--- config.mk ---
export PLATFORM = sky130hd
export DESIGN_NAME = clkdiv_dbg_ctrl
export DESIGN_NICKNAME = d
export VERILOG_FILES = /design/src/rtl/clkdiv_pkg.sv /design/src/rtl/clkdiv_mode_ctrl.sv /design/src/rtl/clkdiv_divider.sv /design/src/rtl/clkdiv_warmup.sv /design/src/rtl/clkdiv_dbg_ctrl.sv
export SDC_FILE = /design/constraint.sdc
export NUM_CORES = 1
export LEC_CHECK = 0
export ABC_AREA = 1
export BUFFER_PORTS_ARGS = -buffer_cell sky130_fd_sc_hd__buf_2
export CAP_MARGIN = 20
export CORE_UTILIZATION = 40
export DETAILED_ROUTE_END_ITERATION = 8
export HOLD_SLACK_MARGIN = 0.12
export PLACE_DENSITY = 0.66
export SKIP_LAST_GASP = 1
export SLEW_MARGIN = 20
export SYNTH_ARGS = -nofsm -noshare
export SYNTH_HDL_FRONTEND = slang
export SYNTH_SLANG_ARGS = --single-unit
--- constraint.sdc ---
create_clock -name clk -period 1.3 [get_ports clk]
set_input_delay 0.195 -clock clk [delete_from_list [all_inputs] [get_ports clk]]
set_output_delay 0.195 -clock clk [all_outputs]
set_load 0.05 [all_outputs]
--- src/rtl/clkdiv_pkg.sv ---
// Shared types for the debug-aware clock divide controller.
package clkdiv_pkg;
    typedef enum logic {
        SEL_FULL = 1'b0,
        SEL_SLOW = 1'b1
    } div_sel_e;
endpackage

--- src/rtl/clkdiv_mode_ctrl.sv ---
// Mode control: tracks debug state and the post-debug first-instruction
// flag, owns the low-power enable bit and the selected divide ratio.
// Assumes debug entry/exit inputs are single-cycle events in clk domain.
module clkdiv_mode_ctrl
    import clkdiv_pkg::*;
(
    input  logic     clk,
    input  logic     rst_n,
    input  logic     lp_set_req,
    input  logic     lp_clr_req,
    input  logic     swb_en,
    input  logic     dbg_enter,
    input  logic     dbg_exit,
    input  logic     instr_retire,
    input  logic     tick,
    output logic     dbg_active,
    output logic     first_after_dbg,
    output logic     lp_en,
    output logic     force_full,
    output div_sel_e div_sel
);
    logic set_ok;

    // Switchback and set-permission decode.
    always_comb begin
        force_full = dbg_enter && swb_en;
        set_ok     = lp_set_req && !dbg_active && !first_after_dbg && !dbg_enter;
    end

    // Debug-active state: entry event sets, exit clears.
    always_ff @(posedge clk) begin
        if (!rst_n)                        dbg_active <= 1'b0;
        else if (dbg_enter)                dbg_active <= 1'b1;
        else if (dbg_exit)                 dbg_active <= 1'b0;
    end

    // First-instruction flag: set on exit, cleared by one retire.
    always_ff @(posedge clk) begin
        if (!rst_n)                              first_after_dbg <= 1'b0;
        else if (dbg_active && dbg_exit && !dbg_enter) first_after_dbg <= 1'b1;
        else if (instr_retire)                   first_after_dbg <= 1'b0;
    end

    // Low-power enable bit.
    always_ff @(posedge clk) begin
        if (!rst_n)          lp_en <= 1'b0;
        else if (force_full) lp_en <= 1'b0;
        else if (lp_clr_req) lp_en <= 1'b0;
        else if (set_ok)     lp_en <= 1'b1;
    end

    // Divide select: follows the enable on a divided boundary, or forced.
    always_ff @(posedge clk) begin
        if (!rst_n)          div_sel <= SEL_FULL;
        else if (force_full) div_sel <= SEL_FULL;
        else if (tick)       div_sel <= lp_en ? SEL_SLOW : SEL_FULL;
    end
endmodule

--- src/rtl/clkdiv_divider.sv ---
// Divide counter: produces a boundary flag and a gated one-cycle tick per
// divided period. Holds its count while run is low. Assumes the select
// only changes on a tick or together with restart.
module clkdiv_divider
    import clkdiv_pkg::*;
#(
    parameter int DIV_SLOW_RATIO = 256
) (
    input  logic     clk,
    input  logic     rst_n,
    input  div_sel_e div_sel,
    input  logic     run,
    input  logic     restart,
    output logic     at_bound,
    output logic     tick
);
    localparam int CNT_W = (DIV_SLOW_RATIO > 2) ? $clog2(DIV_SLOW_RATIO) : 1;
    localparam logic [CNT_W-1:0] SLOW_LIM = CNT_W'(DIV_SLOW_RATIO - 1);

    logic [CNT_W-1:0] cnt;
    logic [CNT_W-1:0] lim;

    // Boundary decode for the current ratio.
    always_comb begin
        lim      = (div_sel == SEL_SLOW) ? SLOW_LIM : '0;
        at_bound = (cnt == lim);
        tick     = run && at_bound;
    end

    // Period counter, frozen while not running.
    always_ff @(posedge clk) begin
        if (!rst_n || restart) cnt <= '0;
        else if (run)          cnt <= at_bound ? '0 : cnt + 1'b1;
    end
endmodule

--- src/rtl/clkdiv_warmup.sv ---
// Crystal warmup and source switch: counts WARM_CYCLES after a request
// (never frozen), then swaps the source when switch_ok allows and strobes.
// A new request during warmup restarts the count.
module clkdiv_warmup #(
    parameter int WARM_CYCLES = 64,
    parameter int SRC_W       = 2
) (
    input  logic             clk,
    input  logic             rst_n,
    input  logic             src_req,
    input  logic [SRC_W-1:0] src_target,
    input  logic             switch_ok,
    output logic [SRC_W-1:0] active_src,
    output logic             switch_stb
);
    localparam int WCNT_W = $clog2(WARM_CYCLES + 1);
    localparam logic [WCNT_W-1:0] WLAST = WCNT_W'(WARM_CYCLES - 1);

    logic              busy;
    logic              pending;
    logic [WCNT_W-1:0] wcnt;
    logic [SRC_W-1:0]  target_q;

    // Warmup counter and pending-switch state.
    always_ff @(posedge clk) begin
        if (!rst_n) begin
            busy     <= 1'b0;
            pending  <= 1'b0;
            wcnt     <= '0;
            target_q <= '0;
        end else if (src_req) begin
            busy     <= 1'b1;
            pending  <= 1'b0;
            wcnt     <= '0;
            target_q <= src_target;
        end else if (busy) begin
            if (wcnt == WLAST) begin
                busy    <= 1'b0;
                pending <= 1'b1;
            end
            wcnt <= wcnt + 1'b1;
        end else if (pending && switch_ok) begin
            pending <= 1'b0;
        end
    end

    // Source register and strobe, updated together.
    always_ff @(posedge clk) begin
        if (!rst_n) begin
            active_src <= '0;
            switch_stb <= 1'b0;
        end else begin
            switch_stb <= pending && switch_ok && !src_req;
            if (pending && switch_ok && !src_req) active_src <= target_q;
        end
    end
endmodule

--- src/rtl/clkdiv_dbg_ctrl.sv ---
// Top: debug-aware clock divide controller. Combines mode control, the
// divide counter and the warmup/source switch. Clock is gated whenever
// debug is active and no debug command is executing.
module clkdiv_dbg_ctrl
    import clkdiv_pkg::*;
#(
    parameter int DIV_SLOW_RATIO = 256,
    parameter int WARM_CYCLES    = 64,
    parameter int SRC_W          = 2,
    localparam int RATIO_W       = $clog2(DIV_SLOW_RATIO + 1)
) (
    input  logic               clk,
    input  logic               rst_n,
    input  logic               lp_set_req,
    input  logic               lp_clr_req,
    input  logic               swb_en,
    input  logic               bkpt_hit,
    input  logic               host_dbg_req,
    input  logic               dbg_exit,
    input  logic               dbg_cmd_busy,
    input  logic               instr_retire,
    input  logic               src_req,
    input  logic [SRC_W-1:0]   src_target,
    output logic [RATIO_W-1:0] div_ratio,
    output logic               clk_en,
    output logic               lowpwr_on,
    output logic [SRC_W-1:0]   active_src,
    output logic               src_switch_stb
);
    logic     dbg_enter;
    logic     dbg_active;
    logic     first_after_dbg;
    logic     force_full;
    logic     run;
    logic     at_bound;
    logic     tick;
    div_sel_e div_sel;

    // Event merge and gating decode.
    always_comb begin
        dbg_enter = bkpt_hit || host_dbg_req;
        run       = !dbg_active || dbg_cmd_busy;
        clk_en    = tick;
        div_ratio = (div_sel == SEL_SLOW) ? RATIO_W'(DIV_SLOW_RATIO) : RATIO_W'(1);
    end

    clkdiv_mode_ctrl u_mode (
        .clk             (clk),
        .rst_n           (rst_n),
        .lp_set_req      (lp_set_req),
        .lp_clr_req      (lp_clr_req),
        .swb_en          (swb_en),
        .dbg_enter       (dbg_enter),
        .dbg_exit        (dbg_exit),
        .instr_retire    (instr_retire),
        .tick            (tick),
        .dbg_active      (dbg_active),
        .first_after_dbg (first_after_dbg),
        .lp_en           (lowpwr_on),
        .force_full      (force_full),
        .div_sel         (div_sel)
    );

    clkdiv_divider #(.DIV_SLOW_RATIO(DIV_SLOW_RATIO)) u_div (
        .clk      (clk),
        .rst_n    (rst_n),
        .div_sel  (div_sel),
        .run      (run),
        .restart  (force_full),
        .at_bound (at_bound),
        .tick     (tick)
    );

    clkdiv_warmup #(.WARM_CYCLES(WARM_CYCLES), .SRC_W(SRC_W)) u_warm (
        .clk        (clk),
        .rst_n      (rst_n),
        .src_req    (src_req),
        .src_target (src_target),
        .switch_ok  (tick || !run),
        .active_src (active_src),
        .switch_stb (src_switch_stb)
    );
endmodule

==> results.md, run 1 <==
- Drt wl/cell: 10.3 µm
- RSZ-0062 raised after global routing: yes
- Crit-path max FO: 2
- P_leak: 0.680 nW
- Vias in the first global route: 1,060
- Largest family of logic cells by synthesized area: simple AND/OR/NAND/NOR gates
- # H-tree levels: 1
- Cell Chain, Critical Path: or2_1 > nor2_2 > nand2_2 > nand2_2 > nand2_4 > clkinvlp_4 > buf_8
- Post-route setup slack: -341 ps
- TritonCTS clock tree: done
- Routed Antenna Nets: 0
- Max frequency: 609 MHz
- Status: finished with violations
- Worst skew pair latency: 320 ps
- Final Setup Violations: 10
- # diodes: 0
- Synth Register Bits: 26
- Pwr/cell area: 1060 nW/µm²
- Vias after detailed routing: 1,143
- Number of synthesized flops with an enable pin: 0
- GR Overflow Total: 0
- Ys async rst share: 0%
- Setup Skew: 1.98 ps
- Detail Placement HPWL: 1810 µm
- Crit-path max cell delay: 350 ps
- Post-Route WL: 2450 µm
- VDD IR max: 0.513 mV
- Largest net degree at the start of global routing: 16
- Drt pass-1 iters: 6
- Layout cells sized above 1: 27.9%
- Initial antenna violation count: 0
- Final Max Slew Viols: 0
- Post-synthesis compound-gate area fraction: 9.03%
- TritonCTS Buffers: 3
- Fillers: 261
- Die Area: 3270 µm²
- Tmin final: 1640 ps
- Synthesized area: 1220 µm²
- Synth Warn #: 0
- Main synth FF type: dfxtp_1
- RePlAce Congestion: 0.872
- CP delay by family, top: simple AND/OR/NAND/NOR gates
- CP Launch Type: flip-flop
- Synth Area in XOR/XNOR: 4.31%
- Gr usage total: 17.2%
- Hold_ws: 131 ps
- CP Data Arrival Time: 1450 ps
- Fraction of the mapped netlist area in simple logic gates: 30.5%
- Final worst path period share: 126%
- Via/cell ratio: 4.78
- Chip height: 57.2 µm
- Sequential-to-total area share from yosys stat: 42.7%
- Mux cell area share after synthesis: 0%
- Die W: 57.2 µm
- Total I/O pin count: 27
- Required @ worst endpoint: 1110 ps
- Most frequent cells in the layout: nor2_1, nand2_1, dfxtp_1
- Core area: 2830 µm²
- Avg Cell Area, Syn: 7.17 µm²
- First-pass GRT wire length: 4300 µm
- Final net count: 224
- Worst-path clk slew: 140 ps
- Final core utilization: 54.9%
- Root Driver: clkbuf_4
- Worst Setup End Kind: output pin
- Cell mode on critical path: nand2_2
- Kind of critical path: flip-flop to output pin
- Slowest-stage cell, CP: dfxtp_2
- Clock sink count: 26
- Synth unique cells: 22
- Area delta synth->final: 27.5%
- Hold/Removal Path Class: primary input to flip-flop
- FP Rows: 19
- Max cap viols: 0
- Bufs on Longest Clock Path: 2
- Fin. Hold Viols: 0
- WP buf/inv: 2
- 1st-iter DRT viols: 49
- Leading cell type in the layout, fill and taps excluded: nor2_1
- DRC viols: 5
- # port buffers: 19
- Starting density of the core: 43.1%
- Post-Synth Adder-Cell Area: 2.05%
- Failing checks: design-rule violations, negative setup slack
- Mapped Cells: 170
timing repair:
action	CTS	global route
pin swaps	2	3
setup endpoints to repair	6	11
buffers inserted	3	3
hold buffers	4	0
gates resized for setup	8	9
hold endpoints to repair	4	0
final cells by class:
type | count | area (µm²) | area share, %
repair buffers | 36 | 246 | 15.9
multi-input cells | 122 | 608 | 39.1
clock buffers | 3 | 22.5 | 1.45
flip-flops and latches | 26 | 529 | 34.1
clock inverters | 1 | 30.0 | 1.93
well taps | 31 | 38.8 | 2.50
inverters | 20 | 78.8 | 5.07
worst paths after layout:
check / from / endpoint / slack, ps / cells after the start
min: rst_n / u_warm.target_q[0] / 130 / 3
max reg2reg: u_div.cnt[5] / u_warm.active_src[0] / -140 / 9
min reg2reg: u_warm.target_q[1] / u_warm.target_q[1] / 470 / 2
max: u_div.cnt[5] / clk_en / -340 / 7
synth_stat cells (2+ instances only):
cell type  number  area (µm²)
a21oi_1        12        60.1
buf_4           8        60.1
dfxtp_1        26         521
ha_1            2        25.0
inv_1          16        60.1
inv_2           4        15.0
nand2_1        30         113
nand2_2         3        18.8
nand3_1         5        25.0
nand4_1         4        25.0
nor2_1         35         131
nor2_2          2        12.5
nor3_1          3        15.0
nor3b_1         2        15.0
o21ai_0         7        35.0
xnor2_1         2        17.5
xor2_1          4        35.0
registers in the layout (all words and copies together), names as in the netlist, 2 cells and up:
register / count
u_warm.target_q: 2
u_warm.active_src: 2
u_div.cnt: 8
u_warm.wcnt: 7
cell families (layout without fill, tap and decap cells):
group | after synthesis | in the layout
AOI/OAI and AO/OA | 21 | 21
xor gates and xnor gates | 6 | 6
adders and majority gates | 2 | 2
buffers and inverters | 28 | 60
DFF | 26 | 26
other | 1 | 7
and+or+nand+nor | 86 | 86
where the power goes:
group | switching (W) | internal [W]
Combinational | 0.000175 | 0.0000952
Clock | 0.000244 | 0.000312
Sequential | 0.00000986 | 0.000811
Total | 0.000428 | 0.00122
per-stage QoR:
step	TNS (ps)	instances	power (W)	worst slack, ps	area, µm²
2_1_floorplan	0	176	0.00101	48.5	1240
4_1_cts	-586	236	0.00164	-319	1510
3_3_place_gp	-26.5	226	0.00106	-26.5	1380
6_report	-995	239	0.00165	-341	1550
5_1_grt	-1890	239	0.00172	-426	1550
3_5_place_dp	-84.6	226	0.00106	-66.8	1380
metal layers:
metal | wire length [µm] | global-route usage [%] | vias to the layer above
met5 | 0 | 0 | -
met4 | 53 | 10.8 | 0
met3 | 130 | 2.04 | 6
met2 | 1140 | 29.7 | 40
met1 | 1130 | 20.2 | 502
li1 | - | - | 595
tightest hold or removal path, cell delays in order:
cell and delay, ps:
buf_2 120, o21ai_0 70, a21oi_1 40
No activity file was read; power rests on OpenSTA's default activity.
==> run 2, diff against run 1 <==
--- a/config.mk
+++ b/config.mk
@@ -12,6 +12,7 @@
 export DETAILED_ROUTE_END_ITERATION = 8
 export HOLD_SLACK_MARGIN = 0.12
 export PLACE_DENSITY = 0.66
+export SKIP_CTS_REPAIR_TIMING = 1
 export SKIP_LAST_GASP = 1
 export SLEW_MARGIN = 20
 export SYNTH_ARGS = -nofsm -noshare
==> run 2 against run 1 <==
Effect of this change:
- via count is 3.0% lower
- maximum frequency increased by 1.7%
- combinational power fell by 10%
- clock-buffer cell count is the same
- critical path depth unchanged
- largest cell class unchanged
- sequential power hardly changed
- wire length down 2.0%
- largest power group unchanged
- setup slack better by 27 ps
- the flow still finishes with violations (design-rule violations, negative setup slack)
- core utilization is 2.0 points lower
- highest routed layer unchanged
==> results.md, run 2 (synthesized netlist as in run 1, its figures left out) <==
- Cell mode on critical path: nand2_2
- Fin. Hold Viols: 0
- Chip height: 57.2 µm
- Max frequency: 620 MHz
- TritonCTS clock tree: done
- FP Rows: 19
- Layout cells sized above 1: 26.7%
- Worst skew pair latency: 320 ps
- CP Data Arrival Time: 1420 ps
- Post-route setup slack: -314 ps
- # diodes: 0
- Leading cell type in the layout, fill and taps excluded: nor2_1
- Pwr/cell area: 1080 nW/µm²
- Hold_ws: 118 ps
- Drt pass-1 iters: 6
- Via/cell ratio: 4.76
- Dpl cell area: 1380 µm²
- Core area: 2830 µm²
- Max cap viols: 0
- R2R Path End: u_warm.active_src[0]
- Final worst path period share: 124%
- DRC viols: 5
- Required @ worst endpoint: 1110 ps
- Initial antenna violation count: 0
- CP Launch Type: flip-flop
- RePlAce Congestion: 0.872
- Total I/O pin count: 27
- Kind of critical path: flip-flop to output pin
- GR Overflow Total: 0
- Failing checks: design-rule violations, negative setup slack
- Setup Skew: 3.10 ps
- Die W: 57.2 µm
- Post-Route WL: 2410 µm
- Final Max Slew Viols: 0
- Worst-path clk slew: 140 ps
- Reg-to-reg slack, setup: 0 ps
- 1st-iter DRT viols: 52
- Status: finished with violations
- Detail Placement HPWL: 1810 µm
- Setup TNS: -318 ps
- Final net count: 218
- Bufs on Longest Clock Path: 2
- Cell Chain, Critical Path: or2_1 > nor2_2 > nand2_2 > nand2_2 > nand2_2 > clkinvlp_4 > buf_8
- Gr usage total: 16.5%
- Placed Cells: 226
- Root Driver: clkbuf_4
- Max FFs per register: 8
- CP Capture Point: clk_en
- Post-route cell area: 1500 µm²
- Tmin final: 1610 ps
- Top reg by flops: u_div.cnt
- Routed Antenna Nets: 0
- TritonCTS Buffers: 3
- # port buffers: 19
- Vias in the first global route: 1,039
- Largest net degree at the start of global routing: 16
- Drt wl/cell: 10.3 µm
- RSZ-0062 raised after global routing: yes
- Crit path launch: u_div.cnt[6]
- Top Registers: u_div.cnt (8), u_warm.wcnt (7)
- Starting density of the core: 43.1%
- Area delta synth->final: 22.8%
- VDD IR max: 0.509 mV
- Crit-path max cell delay: 360 ps
- R2R depth: 8
- R2r startpoint: u_div.cnt[6]
- # H-tree levels: 1
- Most frequent cells in the layout: nor2_1, nand2_1, dfxtp_1
- Slowest-stage cell, CP: dfxtp_2
- Clock sink count: 26
- First-pass GRT wire length: 4130 µm
- Hold/Removal Path Class: primary input to flip-flop
- Final Setup Violations: 2
- Pwr Total: 0.00162 W
- Die Area: 3270 µm²
- Vias after detailed routing: 1,109
- P_leak: 0.650 nW
- Crit-path max FO: 3
- Worst Setup End Kind: output pin
- Final std cells w/o fill: 233
run 2: layout make-up:
class                   instances  area (µm²)
fillers                       273        1330
multi-input cells             122         603
flip-flops and latches         26         531
repair buffers                 30         193
inverters                      20        78.8
well taps                      31        38.8
clock inverters                 1        30.0
clock buffers                   3        22.5
run 2: per-stage QoR:
stage               setup slack (ps)  utilization, %
detailed placement             -66.8            48.7
finish                          -314            52.9
global route                    -409            52.9
floorplan                       48.5               -
global placement               -26.5            48.7
CTS                             -458            50.6
run 2: worst min path at each step:
stage                                      end  depth (start not counted)       start  slack, ps
final                     u_warm.active_src[1]                          3       rst_n        120
after floorplan                   u_mode.lp_en                          1  lp_clr_req        270
after CTS                         u_mode.lp_en                          2  lp_clr_req         -1
after detailed placement          u_mode.lp_en                          2  lp_clr_req        360
after global placement            u_mode.lp_en                          2  lp_clr_req        360
after global routing      u_warm.active_src[1]                          3       rst_n        140
run 2: power breakdown:
part | switching [W] | internal (W) | leakage, nW
Sequential | 0.0000102 | 0.000811 | 0.214
Combinational | 0.000165 | 0.0000781 | 0.408
Clock | 0.000240 | 0.000312 | 0.0279
run 2: metal layers:
metal	vias to the layer above	track usage (%)	routed length, µm
met5	-	0	0
met4	0	11.1	45
met3	4	2.04	109
met2	34	27.7	1140
met1	489	19.8	1110
li1	582	-	-
run 2: critical path: cells and delay by family (launching register included):
kind	cells	cell delay [ps]
and+or+nand+nor	5	530
buffers and inverters	2	210
DFF	1	360
